`src/rtl/trig_det_pkg.sv`:
```
package trig_det_pkg;

  // Strobes from control logic to the flag-holding datapath
  typedef struct packed {
    logic ovSet;   // active transition seen while a sequence is busy
    logic ovClr;   // software clear of the overrun flag
  } trigStrobe_t;

endpackage

```
`src/rtl/trig_det_dp.sv`:
```
module trig_det_dp
  import trig_det_pkg::*;
#(
  parameter int SYNC_STAGES = 2
) (
  input  logic        clk,
  input  logic        rstN,
  input  logic        pinRaw,
  input  trigStrobe_t strb,
  output logic        pinHigh,
  output logic        pinRise,
  output logic        pinFall,
  output logic        overrunFlag
);

  localparam int MSB = SYNC_STAGES - 1;

  logic [MSB:0] syncChain;
  logic         pinHist;
  logic         flagQ;

  // Synchronizer: pin enters at bit 0, the settled value leaves at MSB
  generate
    if (SYNC_STAGES < 2) begin : g_badStages
      initial $error("SYNC_STAGES must be at least 2");
    end
  endgenerate

  always_ff @(posedge clk or negedge rstN) begin
    if (!rstN) begin
      syncChain <= '0;
      pinHist   <= 1'b0;
    end else begin
      syncChain <= {syncChain[MSB-1:0], pinRaw};
      pinHist   <= syncChain[MSB];
    end
  end

  assign pinHigh = syncChain[MSB];
  assign pinRise = syncChain[MSB] & ~pinHist;
  assign pinFall = ~syncChain[MSB] & pinHist;

  // Sticky overrun flag: set dominates clear
  always_ff @(posedge clk or negedge rstN) begin
    if (!rstN)            flagQ <= 1'b0;
    else if (strb.ovSet)  flagQ <= 1'b1;
    else if (strb.ovClr)  flagQ <= 1'b0;
  end

  assign overrunFlag = flagQ;

  // flag persists without a clear
  a_r7_sticky: assert property (@(posedge clk) disable iff (!rstN)
    (flagQ && !strb.ovClr) |=> flagQ);

  // a set in the same cycle as a clear still leaves the flag high
  a_r7_set_wins: assert property (@(posedge clk) disable iff (!rstN)
    strb.ovSet |=> flagQ);

  // clear without set drops the flag
  a_r7_clear: assert property (@(posedge clk) disable iff (!rstN)
    (strb.ovClr && !strb.ovSet) |=> !flagQ);

  // the detectors never report both transitions at once
  a_r1_edge_excl: assert property (@(posedge clk) disable iff (!rstN)
    !(pinRise && pinFall));

endmodule

```
`src/rtl/trig_det_ctl.sv`:
```
module trig_det_ctl
  import trig_det_pkg::*;
(
  input  logic        clk,
  input  logic        rstN,
  input  logic        trigEn,
  input  logic        levelMode,
  input  logic        polHigh,
  input  logic        seqBusy,
  input  logic        flagClr,
  input  logic        pinHigh,
  input  logic        pinRise,
  input  logic        pinFall,
  output logic        startPulse,
  output logic        levelGate,
  output trigStrobe_t strb
);

  logic activeEdge;
  logic activeLevel;
  logic edgeArmed;

  always_comb begin
    activeEdge  = polHigh ? pinRise : pinFall;
    activeLevel = polHigh ? pinHigh : ~pinHigh;
    edgeArmed   = trigEn & ~levelMode & activeEdge;

    startPulse  = edgeArmed & ~seqBusy;
    levelGate   = trigEn & levelMode & activeLevel;

    strb.ovSet  = edgeArmed & seqBusy;
    strb.ovClr  = flagClr;
  end

  // disabled means silent
  a_r2_disabled: assert property (@(posedge clk) disable iff (!rstN)
    !trigEn |-> (!startPulse && !levelGate && !strb.ovSet));

  // no start request while busy
  a_r6_no_start_busy: assert property (@(posedge clk) disable iff (!rstN)
    seqBusy |-> !startPulse);

  // a start request lasts a single cycle
  a_r3_single_cycle: assert property (@(posedge clk) disable iff (!rstN)
    startPulse |=> !startPulse);

  // level mode never requests a start
  a_r5_level_no_start: assert property (@(posedge clk) disable iff (!rstN)
    levelMode |-> !startPulse);

  // nothing in level mode sets the overrun flag
  a_r9_level_no_set: assert property (@(posedge clk) disable iff (!rstN)
    levelMode |-> !strb.ovSet);

endmodule

```
`src/rtl/trig_det_top.sv`:
```
module trig_det_top
  import trig_det_pkg::*;
#(
  parameter int SYNC_STAGES = 2
) (
  input  logic clk,
  input  logic rstN,
  input  logic pinRaw,
  input  logic trigEn,
  input  logic levelMode,
  input  logic polHigh,
  input  logic seqBusy,
  input  logic flagClr,
  output logic startPulse,
  output logic levelGate,
  output logic overrunFlag
);

  trigStrobe_t strb;
  logic        pinHigh;
  logic        pinRise;
  logic        pinFall;

  trig_det_dp #(.SYNC_STAGES(SYNC_STAGES)) dp_i (
    .clk         (clk),
    .rstN        (rstN),
    .pinRaw      (pinRaw),
    .strb        (strb),
    .pinHigh     (pinHigh),
    .pinRise     (pinRise),
    .pinFall     (pinFall),
    .overrunFlag (overrunFlag)
  );

  trig_det_ctl ctl_i (
    .clk        (clk),
    .rstN       (rstN),
    .trigEn     (trigEn),
    .levelMode  (levelMode),
    .polHigh    (polHigh),
    .seqBusy    (seqBusy),
    .flagClr    (flagClr),
    .pinHigh    (pinHigh),
    .pinRise    (pinRise),
    .pinFall    (pinFall),
    .startPulse (startPulse),
    .levelGate  (levelGate),
    .strb       (strb)
  );

endmodule

```
`config.mk`:
```
export PLATFORM = sky130hd
export DESIGN_NAME = trig_det_top
export DESIGN_NICKNAME = d
export VERILOG_FILES = /design/src/rtl/trig_det_pkg.sv /design/src/rtl/trig_det_dp.sv /design/src/rtl/trig_det_ctl.sv /design/src/rtl/trig_det_top.sv
export SDC_FILE = /design/constraint.sdc
export NUM_CORES = 1
export LEC_CHECK = 0
export ABC_AREA = 1
export CAP_MARGIN = 15
export CORE_AREA = 3 3 40 42
export DETAILED_ROUTE_END_ITERATION = 8
export DIE_AREA = 0 0 43 45
export DONT_BUFFER_PORTS = 1
export REMOVE_ABC_BUFFERS = 1
export SLEW_MARGIN = 0
export SYNTH_ARGS = -nofsm -noshare
export SYNTH_HDL_FRONTEND = slang
export SYNTH_SLANG_ARGS = --single-unit
```
`constraint.sdc`:
```
create_clock -name clk -period 1.85 [get_ports clk]
set_input_delay 0.37 -clock clk [delete_from_list [all_inputs] [get_ports clk]]
set_output_delay 0.37 -clock clk [all_outputs]
set_load 0.01 [all_outputs]
```
==> impl_metrics.toml <==
[sta]
setup_viol = 0
relSlewSlack_pct = 75.8
period_minus_slack_ps = 1450
skew_ps = 5.16
hold_viol_final = 0
worst_slew_pin_slew_ps = 361
fin_ws_ps = 401
grt_setup_unrepaired = "no"
fmax_ghz = 0.690
maxSlewViolCount = 0
final.period_utilization_pct = 78.3
tns_ps = 0

[yosys]
synth_warnings = 0
ys_seq_area_share_pct = 58.0
avgSynthCellArea_um2 = 7.85
synth-seq-cells = 4
netlist_area_um2 = 173
synthCells = 22
synth_cell_types = 7

[routing]
ant_nets = 0
drt_pre_antenna_iters = 2
drc = 0
wirelength_um = 320
vias = 151
viasPerCell = 3.68
drtIter0Drc = 4
wire_per_inst_um = 7.80

[critical_path]
rr_worst_depth = 4
crit_top_cell = "nand2_1"
cpPeakStageDelay_ps = 400
cp_max_fo = 4
crit_cells = 5
worstPathArrival_ps = 1080
crit_required_ps = 1480
cpMaxStageDelayCell = "dfrtp_1"
worst_setup_path_end_kind = "output port"
cp-start-kind = "register"
path_cells = "nand2_1, inv_1, nor2_2, nand2_1, nor2_1"
path_class = "reg -> out"
path_buf_inv = 1
cpLargestDelayFamily = "simple AND/OR/NAND/NOR gates"

[floorplan]
rows = 13
dieWidth_um = 43
core_um2 = 1280
initial_utilization_pct = 13.4
dieHeight_um = 45
dieArea_um2 = 1940
ios = 11

[grt]
grt_pass1_vias = 162
antenna_found_initial = 0
overflow = 0
grt.total_usage_pct = 4.43
grt_max_degree = 5
grt_pass1_wl_um = 552

[layout]
drive_above_1_share_pct = 15.4
syn_to_final_growth_pct = 29.7
multi_input_area_um2 = 57.6
nets = 36
fillers = 142
regArea_um2 = 100
num_antenna_cells = 0

[place]
hpwl_um = 270
io_buffers = 0
post-place-ws_ps = 626
gp_congestion = 0.668

[power_and_ir_drop]
p_leak_nw = 0.121
power.switching_mw = 0.0465
p_per_area_nw_per_um2 = 971
vdd_drop_max_v = 0.000238
clkPwrFrac_pct = 49.2
power_mw = 0.217
p_seq_share_pct = 44.0
swShare_pct = 21.4
comb_power_share_pct = 6.8
p_int_mw = 0.171

[cts]
clkLatencyLatePin_ps = 230
h-tree-depth = 1
clk_pin_slew_ps = 30
clock_path_buffers = 2
post_cts.repair.setup_buffers = 0
cts_made_buffers = 3
root_buffer = "clkbuf_4"
cts.sinks = 4
cts_tree = "yes"

[job]
drv_cap = 0

[status]
status = "completed"

[hold_path]
hold_class = "in -> reg"
min_path_cells = 0
==> power groups by stage <==
stage,registers [mW],clock network (mW),logic [mW]
after global routing,0.0968,0.121,0.0172
after CTS,0.0959,0.113,0.0153
after detailed placement,0.0970,0,0.0122
after floorplan,0.0964,0,0.0106
after global placement,0.0970,0,0.0118
final,0.0957,0.107,0.0148
==> metal layers <==
layer	part of all wire (%)	wire length (um)	track usage, %
met2	43	136	5.09
met3	19	60	5.98
met5	0	0	0
met4	0	0	3.61
met1	38	123	3.66
==> state kept, by name (all words and copies together), names as in the netlist <==
signal / cells
dp_i.pinHist: 1
dp_i.syncChain: 2
dp_i.overrunFlag: 1
==> final cells by class <==
| class | instances | share of cell area, % |
|---|---|---|
| inverter | 4 | 6.70 |
| tap | 15 | 8.38 |
| clock buffer | 3 | 10.1 |
| multi-input combinational | 14 | 25.7 |
| sequential | 4 | 44.7 |
| timing repair buffer | 1 | 4.47 |
==> cells in the final DEF (no fill, tap or decap) <==
| cell | synthesis | routed |
|---|---|---|
| nor2_1 | 4 | 4 |
| nand2_1 | 7 | 7 |
| nor2_2 | 1 | 1 |
| nand3_1 | 1 | 1 |
| dlygate4sd3_1 | 0 | 1 |
| clkbuf_4 | 0 | 3 |
| inv_1 | 4 | 4 |
| dfrtp_1 | 4 | 4 |
| nor3_1 | 1 | 1 |
==> cell usage after synthesis <==
cell     n  area share (%)
inv_1    4             8.7
nor2_2   1             3.6
nand3_1  1             2.9
nor3_1   1             2.9
nand2_1  7              15
nor2_1   4             8.7
dfrtp_1  4              58
==> worst paths after layout <==
| check | startpoint | to | slack [ps] |
|---|---|---|---|
| min in group asynchronous | rstN | dp_i.pinHist | 400 |
| hold reg to reg | dp_i.syncChain[0] | dp_i.syncChain[1] | 340 |
| setup reg to reg | dp_i.syncChain[1] | dp_i.overrunFlag | 1010 |
| max in group asynchronous | rstN | dp_i.syncChain[1] | 1280 |
| hold / removal | pinRaw | dp_i.syncChain[0] | 170 |
| setup / recovery | dp_i.syncChain[1] | startPulse | 400 |
==> timing repair <==
| action | 4_1_cts | 5_1_grt |
|---|---|---|
| resized for setup | 0 | 0 |
| endpoints found under the hold margin | 4 | 0 |
| hold buffers | 1 | 0 |
==> metrics by stage <==
step	area [um2]	instances	util (%)	hold slack (ps)
2_1_floorplan	173	22	-	74.4
3_3_place_gp	191	37	14.9	74.5
3_5_place_dp	191	37	14.9	74.5
4_1_cts	224	41	17.4	157
5_1_grt	224	41	17.4	145
6_report	224	41	17.4	168
==> worst register-to-register path, cell delays in order (launching register included) <==
cell     delay [ps]
dfrtp_1         400
nor2_1          180
nor2_2           60
nand3_1          60
nand2_1          50
==> cell families after synthesis <==
| logic type | count (synthesis) | synth area share [%] |
|---|---|---|
| buffers and inverters | 4 | 8.69 |
| DFF | 4 | 58.0 |
| and+or+nand+nor | 14 | 33.3 |
(Power assumes the default switching activity.)
